==> config.mk <==
export PLATFORM = sky130hd
export DESIGN_NAME = swire_slave
export DESIGN_NICKNAME = d
export VERILOG_FILES = /design/src/rtl/swire_slave.sv
export SDC_FILE = /design/constraint.sdc
export NUM_CORES = 1
export LEC_CHECK = 0
export BUFFER_PORTS_ARGS = -buffer_cell sky130_fd_sc_hd__buf_4
export CAP_MARGIN = 15
export CORE_ASPECT_RATIO = 0.6
export CORE_UTILIZATION = 32
export DETAILED_ROUTE_END_ITERATION = 10
export GPL_TIMING_DRIVEN = 0
export SLEW_MARGIN = 20
export SYNTH_ARGS = -nofsm -noshare
export SYNTH_HDL_FRONTEND = slang
export SYNTH_SLANG_ARGS = --single-unit
==> constraint.sdc <==
create_clock -name clk -period 9.3 [get_ports clk]
set_clock_uncertainty 0.05 [all_clocks]
set_input_delay 0.93 -clock clk [delete_from_list [all_inputs] [get_ports clk]]
set_output_delay 0.93 -clock clk [all_outputs]
set_load 0.02 [all_outputs]
==> src/rtl/swire_slave.sv <==
module swire_slave #(
  parameter int OVS      = 16,
  parameter int DGL      = 3,
  parameter int IDLE_TO  = 4096,
  parameter bit DEV_ADDR = 1'b0
) (
  input  logic        clk,
  input  logic        rst_n,
  input  logic        line_in,
  input  logic        test_mode,
  input  logic [7:0]  auth_code,
  output logic        pull_low,
  output logic        sleep_req,
  output logic [7:0]  sec_sel,
  output logic [31:0] challenge
);
  localparam int TW = $clog2(OVS);
  localparam int DW = $clog2(DGL + 1);
  localparam int IW = $clog2(IDLE_TO + 1);

  typedef enum logic [2:0] {T_OP, T_ADDR, T_WDATA, T_SKIP, T_TX} tst_t;
  tst_t tstate;

  function automatic logic [7:0] crc_upd(input logic [7:0] c, input logic [7:0] d);
    logic [7:0] x;
    x = c ^ d;
    for (int i = 0; i < 8; i++) x = x[7] ? ((x << 1) ^ 8'h07) : (x << 1);
    return x;
  endfunction

  logic s1, s2, line_f;
  logic [DW-1:0] dg_cnt;
  always_ff @(posedge clk or negedge rst_n)
    if (!rst_n) begin
      s1 <= 1'b1; s2 <= 1'b1; line_f <= 1'b1; dg_cnt <= '0;
    end else begin
      s1 <= line_in; s2 <= s1;
      if (s2 == line_f) dg_cnt <= '0;
      else if (dg_cnt == DW'(DGL - 1)) begin line_f <= s2; dg_cnt <= '0; end
      else dg_cnt <= dg_cnt + 1'b1;
    end

  logic rx_busy, rx_valid;
  logic [TW-1:0] rx_tick;
  logic [3:0] rx_bit;
  logic [7:0] rx_sh;
  always_ff @(posedge clk or negedge rst_n)
    if (!rst_n) begin
      rx_busy <= 1'b0; rx_valid <= 1'b0; rx_tick <= '0; rx_bit <= '0; rx_sh <= '0;
    end else begin
      rx_valid <= 1'b0;
      if (tstate == T_TX) rx_busy <= 1'b0;
      else if (!rx_busy) begin
        if (!line_f) begin rx_busy <= 1'b1; rx_tick <= TW'(OVS/2 - 1); rx_bit <= '0; end
      end else if (rx_tick != '0) rx_tick <= rx_tick - 1'b1;
      else begin
        rx_tick <= TW'(OVS - 1);
        rx_bit  <= rx_bit + 1'b1;
        if (rx_bit == 4'd0) begin if (line_f) rx_busy <= 1'b0; end
        else if (rx_bit < 4'd9) rx_sh <= {line_f, rx_sh[7:1]};
        else begin rx_busy <= 1'b0; rx_valid <= line_f; end
      end
    end

  logic tx_busy, tx_done, tx_load;
  logic [10:0] tx_sh;
  logic [TW-1:0] tx_tick;
  logic [3:0] tx_bit;
  logic [7:0] tx_data;
  always_ff @(posedge clk or negedge rst_n)
    if (!rst_n) begin
      tx_busy <= 1'b0; tx_done <= 1'b0; tx_sh <= '1; tx_tick <= '0; tx_bit <= '0;
    end else begin
      tx_done <= 1'b0;
      if (tx_load) begin
        tx_busy <= 1'b1; tx_sh <= {1'b1, tx_data, 1'b0, 1'b1};
        tx_tick <= TW'(OVS - 1); tx_bit <= '0;
      end else if (tx_busy) begin
        if (tx_tick != '0) tx_tick <= tx_tick - 1'b1;
        else begin
          tx_tick <= TW'(OVS - 1);
          tx_sh   <= {1'b1, tx_sh[10:1]};
          if (tx_bit == 4'd10) begin tx_busy <= 1'b0; tx_done <= 1'b1; end
          else tx_bit <= tx_bit + 1'b1;
        end
      end
    end
  assign pull_low = tx_busy & ~tx_sh[0];

  logic [7:0] ins_hi, ptr, ctrl, crc, rd_off, rd_data;
  logic [1:0] bank_q, rd_bank;
  logic [3:0] cnt;
  logic crc_mode, crc_sent, err, from_rd;
  logic [IW-1:0] idle_cnt;
  wire [1:0] i_op   = ins_hi[7:6];
  wire [1:0] i_bank = ins_hi[4:3];
  wire [2:0] i_cnt  = ins_hi[2:0];
  wire sel_ok = (ins_hi[5] == DEV_ADDR);
  wire bad    = (i_op == 2'd3) || (i_bank == 2'd3 && !test_mode);
  wire st_rd  = from_rd && rd_bank == 2'd1 && rd_off == 8'd1;

  assign rd_bank = (tstate == T_ADDR) ? i_bank : bank_q;
  assign rd_off  = (tstate == T_ADDR) ? rx_sh : ptr + 8'd1;

  always_comb begin
    rd_data = 8'h00;
    if (rd_bank == 2'd1) begin
      if (rd_off == 8'd0) rd_data = ctrl;
      else if (rd_off == 8'd1) rd_data = {7'b0, err};
    end else if (rd_bank == 2'd2) begin
      case (rd_off)
        8'd0: rd_data = sec_sel;
        8'd1: rd_data = challenge[7:0];
        8'd2: rd_data = challenge[15:8];
        8'd3: rd_data = challenge[23:16];
        8'd4: rd_data = challenge[31:24];
        8'd5: rd_data = auth_code;
        default: rd_data = 8'h00;
      endcase
    end
  end

  always_comb begin
    tx_load = 1'b0; from_rd = 1'b0; tx_data = rd_data;
    if (rx_valid && tstate == T_ADDR && sel_ok && !bad && i_op != 2'd0) begin
      tx_load = 1'b1; from_rd = 1'b1;
    end else if (tx_done && tstate == T_TX) begin
      if (cnt != 4'd0) begin tx_load = 1'b1; from_rd = 1'b1; end
      else if (crc_mode && !crc_sent) begin tx_load = 1'b1; tx_data = crc; end
    end
  end

  always_ff @(posedge clk or negedge rst_n)
    if (!rst_n) begin
      tstate <= T_OP; ins_hi <= '0; bank_q <= '0; ptr <= '0; cnt <= '0; crc <= '0;
      crc_mode <= 1'b0; crc_sent <= 1'b0; ctrl <= 8'h01; err <= 1'b0;
      sec_sel <= '0; challenge <= '0;
    end else begin
      if (st_rd) err <= 1'b0;
      if (from_rd) crc <= crc_upd((tstate == T_ADDR) ? 8'h00 : crc, tx_data);
      case (tstate)
        T_OP: if (rx_valid) begin ins_hi <= rx_sh; tstate <= T_ADDR; end
        T_ADDR: if (rx_valid) begin
          ptr <= rx_sh; bank_q <= i_bank; cnt <= {1'b0, i_cnt};
          crc_mode <= (i_op == 2'd2); crc_sent <= 1'b0;
          if (!sel_ok) begin
            cnt <= {1'b0, i_cnt} + {3'b0, (i_op == 2'd2)};
            tstate <= (i_op == 2'd3) ? T_OP : T_SKIP;
          end else if (bad) begin
            err <= 1'b1;
            tstate <= (i_op == 2'd0) ? T_SKIP : T_OP;
          end else tstate <= (i_op == 2'd0) ? T_WDATA : T_TX;
        end
        T_WDATA, T_SKIP: if (rx_valid) begin
          if (cnt == 4'd0) tstate <= T_OP; else cnt <= cnt - 1'b1;
        end
        T_TX: if (tx_done) begin
          if (cnt != 4'd0) begin cnt <= cnt - 1'b1; ptr <= ptr + 8'd1; end
          else if (crc_mode && !crc_sent) crc_sent <= 1'b1;
          else tstate <= T_OP;
        end
        default: tstate <= T_OP;
      endcase
      if (rx_valid && tstate == T_WDATA) begin
        ptr <= ptr + 8'd1;
        if (bank_q == 2'd1 && ptr == 8'd0) begin
          if (rx_sh[7]) begin
            ctrl <= 8'h01; err <= 1'b0; sec_sel <= '0; challenge <= '0;
          end else ctrl <= rx_sh;
        end else if (bank_q == 2'd2) begin
          case (ptr)
            8'd0: sec_sel <= rx_sh;
            8'd1: challenge[7:0]   <= rx_sh;
            8'd2: challenge[15:8]  <= rx_sh;
            8'd3: challenge[23:16] <= rx_sh;
            8'd4: challenge[31:24] <= rx_sh;
            default: ;
          endcase
        end
      end
      if (idle_cnt == IW'(IDLE_TO)) tstate <= T_OP;
    end

  wire active = !line_f || rx_busy || tx_busy || tstate == T_TX;
  always_ff @(posedge clk or negedge rst_n)
    if (!rst_n) idle_cnt <= '0;
    else if (active) idle_cnt <= '0;
    else if (idle_cnt != IW'(IDLE_TO)) idle_cnt <= idle_cnt + 1'b1;
  assign sleep_req = ctrl[0] && idle_cnt == IW'(IDLE_TO);

  p_drive_in_tx_r4: assert property (@(posedge clk) disable iff (!rst_n)
    pull_low |-> tstate == T_TX);
  p_no_rx_in_tx_r4: assert property (@(posedge clk) disable iff (!rst_n)
    tstate == T_TX |-> !rx_valid);
  p_bank3_err_r8: assert property (@(posedge clk) disable iff (!rst_n)
    (rx_valid && tstate == T_ADDR && sel_ok && i_bank == 2'd3 && !test_mode) |=> err);
  p_err_clear_r9: assert property (@(posedge clk) disable iff (!rst_n)
    st_rd |=> !err);
  p_glitch_r12: assert property (@(posedge clk) disable iff (!rst_n)
    (line_f != $past(line_f)) |-> ($past(s2) == line_f));
  p_sleep_quiet_r10: assert property (@(posedge clk) disable iff (!rst_n)
    sleep_req |-> (!pull_low && !rx_busy));
endmodule

==> impl_metrics.ini, run 1 <==
[timing]
setup_violations = 0
worstMarginPinSlew_ns = 0.969
rsz0062_at_grt = no
setup_ws_ns = 4.61
fin_tns_setup_ns = 0
fmax_ghz = 0.213
final_hold_viol_count = 0
fin_crit_ns = 4.69
min_period_over_period_pct = 50.4
drv_slew = 0
relSlewSlack_pct = 35.1

[pwr]
ir_drop_mv = 0.0998
power.density_nw_per_um2 = 157
leakage_nw = 4.08

[final_layout]
antenna_cells = 0
final-seq-area_um2 = 3500
layout_common_cells = 125 x dfrtp_1, 78 x nor2_1, 78 x nand2_1
nFillCells = 2418
final_core_util_pct = 38.7
multi_input_area_um2 = 4300
fin_nets = 926
drive_gt1_share_pct = 22.1
mostFrequentLayoutCell = dfrtp_1
area_growth_pct = 17.6
fin_cells = 1233

[placed_design]
place_congestion = 0.841
hpwl_um = 16100
io_buffers = 53
dp_cells = 1200
post-place-ws_ns = 4.70

[worst_hold_path]
worstHoldEndpoint = s2$_DFF_PN1_
worstHoldStart = s1$_DFF_PN1_
hold_path_depth = 0
min_path_type = reg2reg

[floorplanning]
pin_count = 54
start_util_pct = 32.9
core_area_um2 = 24400
die_y_um = 125
rows = 44
die_area_um2 = 25700
die_w_um = 206

[drt]
wl_um = 22100
drc = 0
wl_per_cell_um = 18.0
detail_route.iter0.violations = 609
drtPass1Iterations = 5
ant_nets = 0
via_per_inst = 5.39
route.vias.total = 6645

[worst_setup_path]
cp_max_fo = 10
regToRegSetupSlack_ns = 4.61
r2r_start = ptr[0]$_DFFE_PN0P_
path_cells = clkbuf_1, inv_1, ha_1, nand2b_1, o31ai_1, a22oi_1, o221ai_4, xor2_2, mux2_2, a2111oi_0, a21boi_0, o211a_1
required_ns = 9.58
path_buf_inv = 2
cp_slowest_cell = o31ai_1
arrival_ns = 4.97
worstSetupStartpointType = flop
cpPeakStageDelay_ns = 0.67
critPathKind = reg2reg
cp_top_family = compound AO/OA/AOI/OAI gates
r2r_end = crc[5]$_DFFE_PN0P_
end_kind = flop
reg2reg_depth = 12

[global_route]
gr-usage-all-layers_pct = 18.2
grt_pass1_wl_um = 36000
grt_pass1_vias = 6337
grt_max_degree = 84
antenna_found_initial = 0
grt-ovfl-total = 0

[logic_synthesis]
async_flop_share_pct = 100
synth_xor_area_share_pct = 3.98
synth_nets = 852
syn_area_per_cell_um2 = 9.74
synth-compound-area-share_pct = 15.9
ys_types = 80
synth_edf_count = 0
synth.cell_area_um2 = 8030
yosys.area_share.simple_pct = 18.8
synth_cells = 824
yosys_register_bits = 139
yosys.area_share.adder_pct = 2.49
yosysSeqAreaShare_pct = 43.6
muxShareOfSynthArea_pct = 12.2
synth_top_family_by_area = simple AND/OR/NAND/NOR gates
ys.flop_type = dfrtp_1
yosys_warnings = 0

[clock_tree]
postCtsHoldBufs = 0
clk_latency_ns = 0.44
clk_pin_slew_worst_paths_ns = 0.06
post_cts_resized = 0
root_buffer = clkbuf_16
cts.sinks = 139
ctsHtreeMaxLevel = 4
cts_buffer_depth = 2
numCtsBuffers = 17
tritoncts = yes
post_cts_buffers = 0

[job]
max-cap-violations = 0

[status]
status = finished, final reports clean
## power breakdown
| group | internal (mW) | switching (mW) | leakage (nW) |
|---|---|---|---|
| Combinational | 0.0656 | 0.0932 | 1.99 |
| Clock | 0.349 | 0.302 | 0.262 |
| Sequential | 0.633 | 0.0379 | 1.83 |
## per-stage QoR
| stage | hold slack, ns | cell area (µm²) | power [mW] |
|---|---|---|---|
| detailed placement | 0.299 | 8870 | 0.839 |
| finish | 0.308 | 9440 | 1.48 |
| CTS | 0.308 | 9430 | 1.49 |
| floorplan | 0.295 | 8030 | 0.775 |
| global route | 0.311 | 9440 | 1.54 |
| global placement | 0.299 | 8830 | 0.834 |
## cell type report
type / instances / share of cell area [%]
Clock inverter: 15 / 1.35
Timing Repair Buffer: 55 / 4.67
Tap cell: 322 / 4.27
Sequential cell: 139 / 37.0
Inverter: 23 / 0.915
Multi-Input combinational cell: 628 / 45.6
Buffer: 34 / 1.70
Clock buffer: 17 / 4.51
## how the worst max path moves through the flow
stage	start	endpoint	slack, ns	cells after the start
2_1_floorplan	ptr[1]$_DFFE_PN0P_	crc[5]$_DFFE_PN0P_	5.40	14
6_report	ptr[0]$_DFFE_PN0P_	crc[5]$_DFFE_PN0P_	4.61	12
3_5_place_dp	ptr[0]$_DFFE_PN0P_	crc[5]$_DFFE_PN0P_	4.70	12
5_1_grt	ptr[0]$_DFFE_PN0P_	crc[5]$_DFFE_PN0P_	4.21	12
4_1_cts	ptr[0]$_DFFE_PN0P_	crc[5]$_DFFE_PN0P_	4.67	12
3_3_place_gp	ptr[0]$_DFFE_PN0P_	crc[5]$_DFFE_PN0P_	4.70	12
## routing by layer
layer / wire length, µm / vias up / global-route usage (%)
li1: - / 3130 / -
met1: 11800 / 3250 / 29.9
met2: 8170 / 241 / 22.1
met3: 1790 / 24 / 4.63
met4: 345 / 0 / 5.36
met5: 0 / - / 0
## synthesized netlist by cell type, types with 9 or more instances
library cell / n / area share [%]
a21oi_1: 41 / 2.6
a22o_1: 9 / 0.98
a22oi_1: 21 / 2.0
and2_1: 16 / 1.2
clkbuf_1: 23 / 1.1
dfrtp_1: 125 / 39
dfstp_2: 14 / 4.6
ha_1: 16 / 2.5
inv_1: 23 / 1.1
mux2_2: 64 / 9.0
mux2i_1: 22 / 2.7
nand2_1: 78 / 3.6
nand2b_1: 19 / 1.5
nand3_1: 25 / 1.6
nand4_1: 16 / 1.2
nor2_1: 78 / 3.6
nor2b_1: 11 / 0.86
nor3_1: 19 / 1.2
o21ai_0: 44 / 2.7
or3_1: 10 / 0.78
xnor2_1: 19 / 2.1
xor2_1: 13 / 1.4
## registers in the layout, summed over array words and instances (netlist names), 2 cells and up
signal and count:
ctrl 7, rx_tick 4, sec_sel 8, rx_bit 4, rx_sh 8, bank_q 2
tx_tick 4, crc 8, tx_sh 10, ptr 8, cnt 4, challenge 32
ins_hi 8, idle_cnt 13, dg_cnt 2, tstate 3, tx_bit 4
## cells by family after synthesis
logic type               count (synthesis)
flip-flops                             139
XOR/XNOR                                34
multiplexers                            88
AND/OR/NAND/NOR                        305
buffers and inverters                   57
adder cells (fa/ha/maj)                 16
AO/OA/AOI/OAI                          185
Power figures use the tool's default switching activity.
==> inputs of run 2 (changes only) <==
- clock period: 9.3 -> 4.6 ns (I/O delays scaled with it)
==> impl_metrics.ini, run 2 (synthesis gave the netlist of run 1 again) <==
[placed_design]
hpwl_um = 16100
post-place-ws_ns = -0.00135
placed_area_um2 = 8870
io_buffers = 53
place_congestion = 0.841

[final_layout]
fin_nets = 930
top_regs = challenge x32, idle_cnt x13, tx_sh x10
final_core_util_pct = 39.0
regMostFlops = challenge
drive_gt1_share_pct = 22.7
largest_register_ffs = 32
antenna_cells = 0
area_growth_pct = 18.5
layout_common_cells = 125 x dfrtp_1, 78 x nor2_1, 78 x nand2_1
fin_area_um2 = 9510
mostFrequentLayoutCell = dfrtp_1

[floorplanning]
rows = 44
core_area_um2 = 24400
die_y_um = 125
die_w_um = 206
start_util_pct = 32.9
pin_count = 54
die_area_um2 = 25700

[clock_tree]
tritoncts = yes
clk_latency_ns = 0.45
ctsHtreeMaxLevel = 4
root_buffer = clkbuf_16
numCtsBuffers = 17
clk_pin_slew_worst_paths_ns = 0.06
cts.sinks = 139
cts_buffer_depth = 2

[worst_setup_path]
worstSetupStartpointType = flop
required_ns = 4.90
end_kind = flop
cp_max_fo = 10
path_buf_inv = 3
critPathKind = reg2reg
path_depth = 16
reg2reg_depth = 16
cp_top_family = compound AO/OA/AOI/OAI gates
cp_slowest_cell = dfrtp_1
cpPeakStageDelay_ns = 0.44
arrival_ns = 4.58
path_cells = clkbuf_2, inv_1, ha_1, nand2b_1, mux2i_4, buf_6, a22o_1, nand2_1, o311ai_0, o21ba_2, nor3_1, xor2_1, xnor2_2, xnor2_1, nor2_1, a311oi_1

[timing]
min_period_over_period_pct = 93.2
fmax_ghz = 0.233
rsz0062_at_grt = no
fin_crit_ns = 4.29
relSlewSlack_pct = 35.0
setup_ws_ns = 0.313
setup_violations = 0
final_hold_viol_count = 0
whs_ns = 0.0719
worstMarginPinSlew_ns = 0.972
drv_slew = 0

[pwr]
finalPower_mw = 3.00
power.density_nw_per_um2 = 316
leakage_nw = 4.11
ir_drop_mv = 0.204

[drt]
route.vias.total = 6564
wl_um = 22200
drc = 0
via_per_inst = 5.31
detail_route.iter0.violations = 522
drtPass1Iterations = 7
ant_nets = 0
wl_per_cell_um = 18.0

[worst_hold_path]
hold_path_depth = 1
min_path_type = in2reg

[global_route]
antenna_found_initial = 0
grt-ovfl-total = 0
gr-usage-all-layers_pct = 18.2
grt_max_degree = 84
grt_pass1_wl_um = 36000
grt_pass1_vias = 6349

[status]
status = finished, final reports clean

[job]
max-cap-violations = 0
==> run 2: final cells by class <==
class                           count  area (µm²)
Multi-Input combinational cell    628        4340
Buffer                             34         161
Inverter                           23        86.3
Clock buffer                       17         425
Sequential cell                   139        3500
Tap cell                          322         403
Clock inverter                     15         128
Timing Repair Buffer               59         473
Fill cell                        2417       14900
==> run 2: per-stage QoR <==
| stage | cells | TNS [ns] |
|---|---|---|
| global placement | 1199 | 0 |
| global route | 1237 | 0 |
| detailed placement | 1200 | -0.00135 |
| floorplan | 824 | 0 |
| CTS | 1233 | 0 |
| finish | 1237 | 0 |
==> run 2: what timing repair did <==
action / 4_1_cts / 5_1_grt
endpoints found under the hold margin: 32 / 0
resized for setup: 1 / 6
setup buffers: 0 / 3
pin swaps: 0 / 1
hold buffers: 1 / 0
endpoints found under the setup margin: 1 / 7
==> run 2: final timing paths <==
kind,start,to,slack (ns)
max,ptr[0]$_DFFE_PN0P_,crc[1]$_DFFE_PN0P_,0.31
min,line_in,s1$_DFF_PN1_,0.07
max reg2reg,ptr[0]$_DFFE_PN0P_,crc[1]$_DFFE_PN0P_,0.31
min reg2reg,s1$_DFF_PN1_,s2$_DFF_PN1_,0.31
max in group asynchronous,rst_n,tx_sh[8]$_DFFE_PN1P_,3.16
min in group asynchronous,rst_n,idle_cnt[3]$_DFFE_PN0P_,0.55
==> run 2: power by group <==
| group | leakage (nW) | switching [mW] | total [mW] | internal, mW |
|---|---|---|---|---|
| combinational | 2.02 | 0.191 | 0.334 | 0.142 |
| sequential | 1.83 | 0.0761 | 1.36 | 1.28 |
| clock | 0.262 | 0.609 | 1.31 | 0.705 |
==> run 2: per-layer routing <==
metal / part of all wire (%) / global-route usage (%)
met5: 0 / 0
met4: 1.6 / 5.36
met3: 7.7 / 4.63
met2: 37 / 22.2
met1: 54 / 29.9
==> run 2: worst register-to-register path: cells and delay by family, from the launching register on <==
kind,cells,cell delay (ns)
AO/OA/AOI/OAI,4,0.94
AND/OR/NAND/NOR,4,0.71
XOR/XNOR,3,0.68
buffers and inverters,3,0.61
flip-flops,1,0.44
adder cells (fa/ha/maj),1,0.41
multiplexers,1,0.36
==> inputs of run 3 (changes only) <==
- REMOVE_ABC_BUFFERS: unset -> 1
==> impl_metrics.ini, run 3 (synthesis gave the netlist of run 1 again) <==
[timing]
rsz0062_at_grt = no
final_hold_viol_count = 0
fin_crit_ns = 4.42
fmax_ghz = 0.226
min_period_over_period_pct = 96.2
worstMarginPinSlew_ns = 1.12
setup_violations = 0
drv_slew = 0
relSlewSlack_pct = 24.5

[global_route]
gr-usage-all-layers_pct = 17.5
grt_max_degree = 94
antenna_found_initial = 0
grt_pass1_wl_um = 34600
grt-ovfl-total = 0
grt_pass1_vias = 6000

[job]
max-cap-violations = 0

[final_layout]
drive_gt1_share_pct = 22.6
mostFrequentLayoutCell = dfrtp_1
largest_register_ffs = 32
layout_common_cells = 124 x dfrtp_1, 78 x nor2_1, 77 x nand2_1
final_core_util_pct = 38.5
area_growth_pct = 17.0
nFillCells = 2389
top_regs = challenge x32, idle_cnt x13, tx_sh x10
fin_nets = 895
antenna_cells = 0
regMostFlops = challenge

[floorplanning]
die_y_um = 125
die_area_um2 = 25700
rows = 44
die_w_um = 206
start_util_pct = 32.9
core_area_um2 = 24400
pin_count = 54

[worst_setup_path]
regToRegSetupSlack_ns = 0.18
critPathKind = reg2reg
arrival_ns = 4.70
reg2reg_depth = 12
worstSetupStartpointType = flop
cp_max_fo = 17
r2r_start = ptr[0]$_DFFE_PN0P_
required_ns = 4.87
r2r_end = crc[5]$_DFFE_PN0P_
end_kind = flop

[drt]
via_per_inst = 5.36
drtPass1Iterations = 8
drc = 1
ant_nets = 0
route.vias.total = 6444
wl_um = 21500
wl_per_cell_um = 17.8
detail_route.iter0.violations = 471

[status]
violations = design-rule violations
status = finished, violations left

[placed_design]
hpwl_um = 15100
place_congestion = 0.825
io_buffers = 53

[pwr]
leakage_nw = 4.04
power.density_nw_per_um2 = 329
ir_drop_mv = 0.208
finalPower_mw = 3.09

[clock_tree]
ctsHtreeMaxLevel = 4
clk_latency_ns = 0.43
cts.sinks = 139
root_buffer = clkbuf_16
clk_pin_slew_worst_paths_ns = 0.06
tritoncts = yes
cts_buffer_depth = 2
numCtsBuffers = 17

[worst_hold_path]
hold_path_depth = 1
worstHoldEndpoint = s1$_DFF_PN1_
min_path_type = in2reg
worstHoldStart = line_in
[run 3: how the worst max path moves through the flow]
stage | startpoint | end | slack, ns | cells past startpoint
2_1_floorplan | tstate[1]$_DFFE_PN0P_ | crc[5]$_DFFE_PN0P_ | 0.34 | 11
3_3_place_gp | tstate[1]$_DFFE_PN0P_ | crc[5]$_DFFE_PN0P_ | -0.70 | 11
3_5_place_dp | tstate[1]$_DFFE_PN0P_ | crc[5]$_DFFE_PN0P_ | -0.48 | 11
4_1_cts | tstate[1]$_DFFE_PN0P_ | crc[5]$_DFFE_PN0P_ | 0.02 | 10
5_1_grt | ptr[1]$_DFFE_PN0P_ | crc[5]$_DFFE_PN0P_ | 0.01 | 13
6_report | ptr[0]$_DFFE_PN0P_ | crc[5]$_DFFE_PN0P_ | 0.18 | 12
[run 3: metal layers]
metal	up-vias	share of wire (%)	track usage, %
met3	17	7.9	5.55
met5	-	0	0
met4	0	0.97	4.28
met2	200	37	21.5
li1	3075	-	-
met1	3152	54	28.3
[run 3: report_power, final]
group          total, mW  internal (mW)  switching (mW)
Clock               1.42          0.854           0.565
Combinational      0.301          0.133           0.167
Sequential          1.37           1.28          0.0876
Total               3.09           2.27           0.820
[run 3: critical path, cell delays in order (launching register included)]
cell	delay (ns)
dfrtp_2	0.53
inv_1	0.13
ha_1	0.44
nand2b_1	0.25
mux2i_4	0.56
a22oi_1	0.24
o22a_1	0.30
o221ai_4	0.40
xor2_4	0.29
mux2_2	0.37
a2111oi_0	0.37
a21boi_0	0.15
o211a_1	0.22
[run 3: timing repair]
item                                    in CTS  in global routing
endpoints found under the setup margin       5                  5
resized for setup                            2                  7
gates cloned                                 0                  0
pin swaps                                    1                  0
setup buffers                                2                  0
endpoints found under the hold margin       36                  0
hold buffers                                 1                  0
[run 3: final cells by class]
class                   instances  area, µm²  area share [%]
clock buffers                  18        429            4.57
clock inverters                14        171            1.82
inverters                      23       86.3           0.919
multi-input cells             628       4340            46.2
flip-flops and latches        139       3500            37.2
well taps                     322        403            4.29
repair buffers                 58        469            4.99
[run 3: stage by stage]
stage                     worst slack, ns  hold slack, ns  std cells  area, µm²  setup TNS, ns
after CTS                          0.0191          0.0709       1202       9360              0
after global routing               0.0105          0.0647       1202       9390              0
final                               0.175          0.0853       1202       9390              0
after floorplan                     0.345           0.114        790       7870              0
after global placement             -0.698           0.297       1165       8670          -2.33
after detailed placement           -0.480           0.297       1167       8730          -1.18
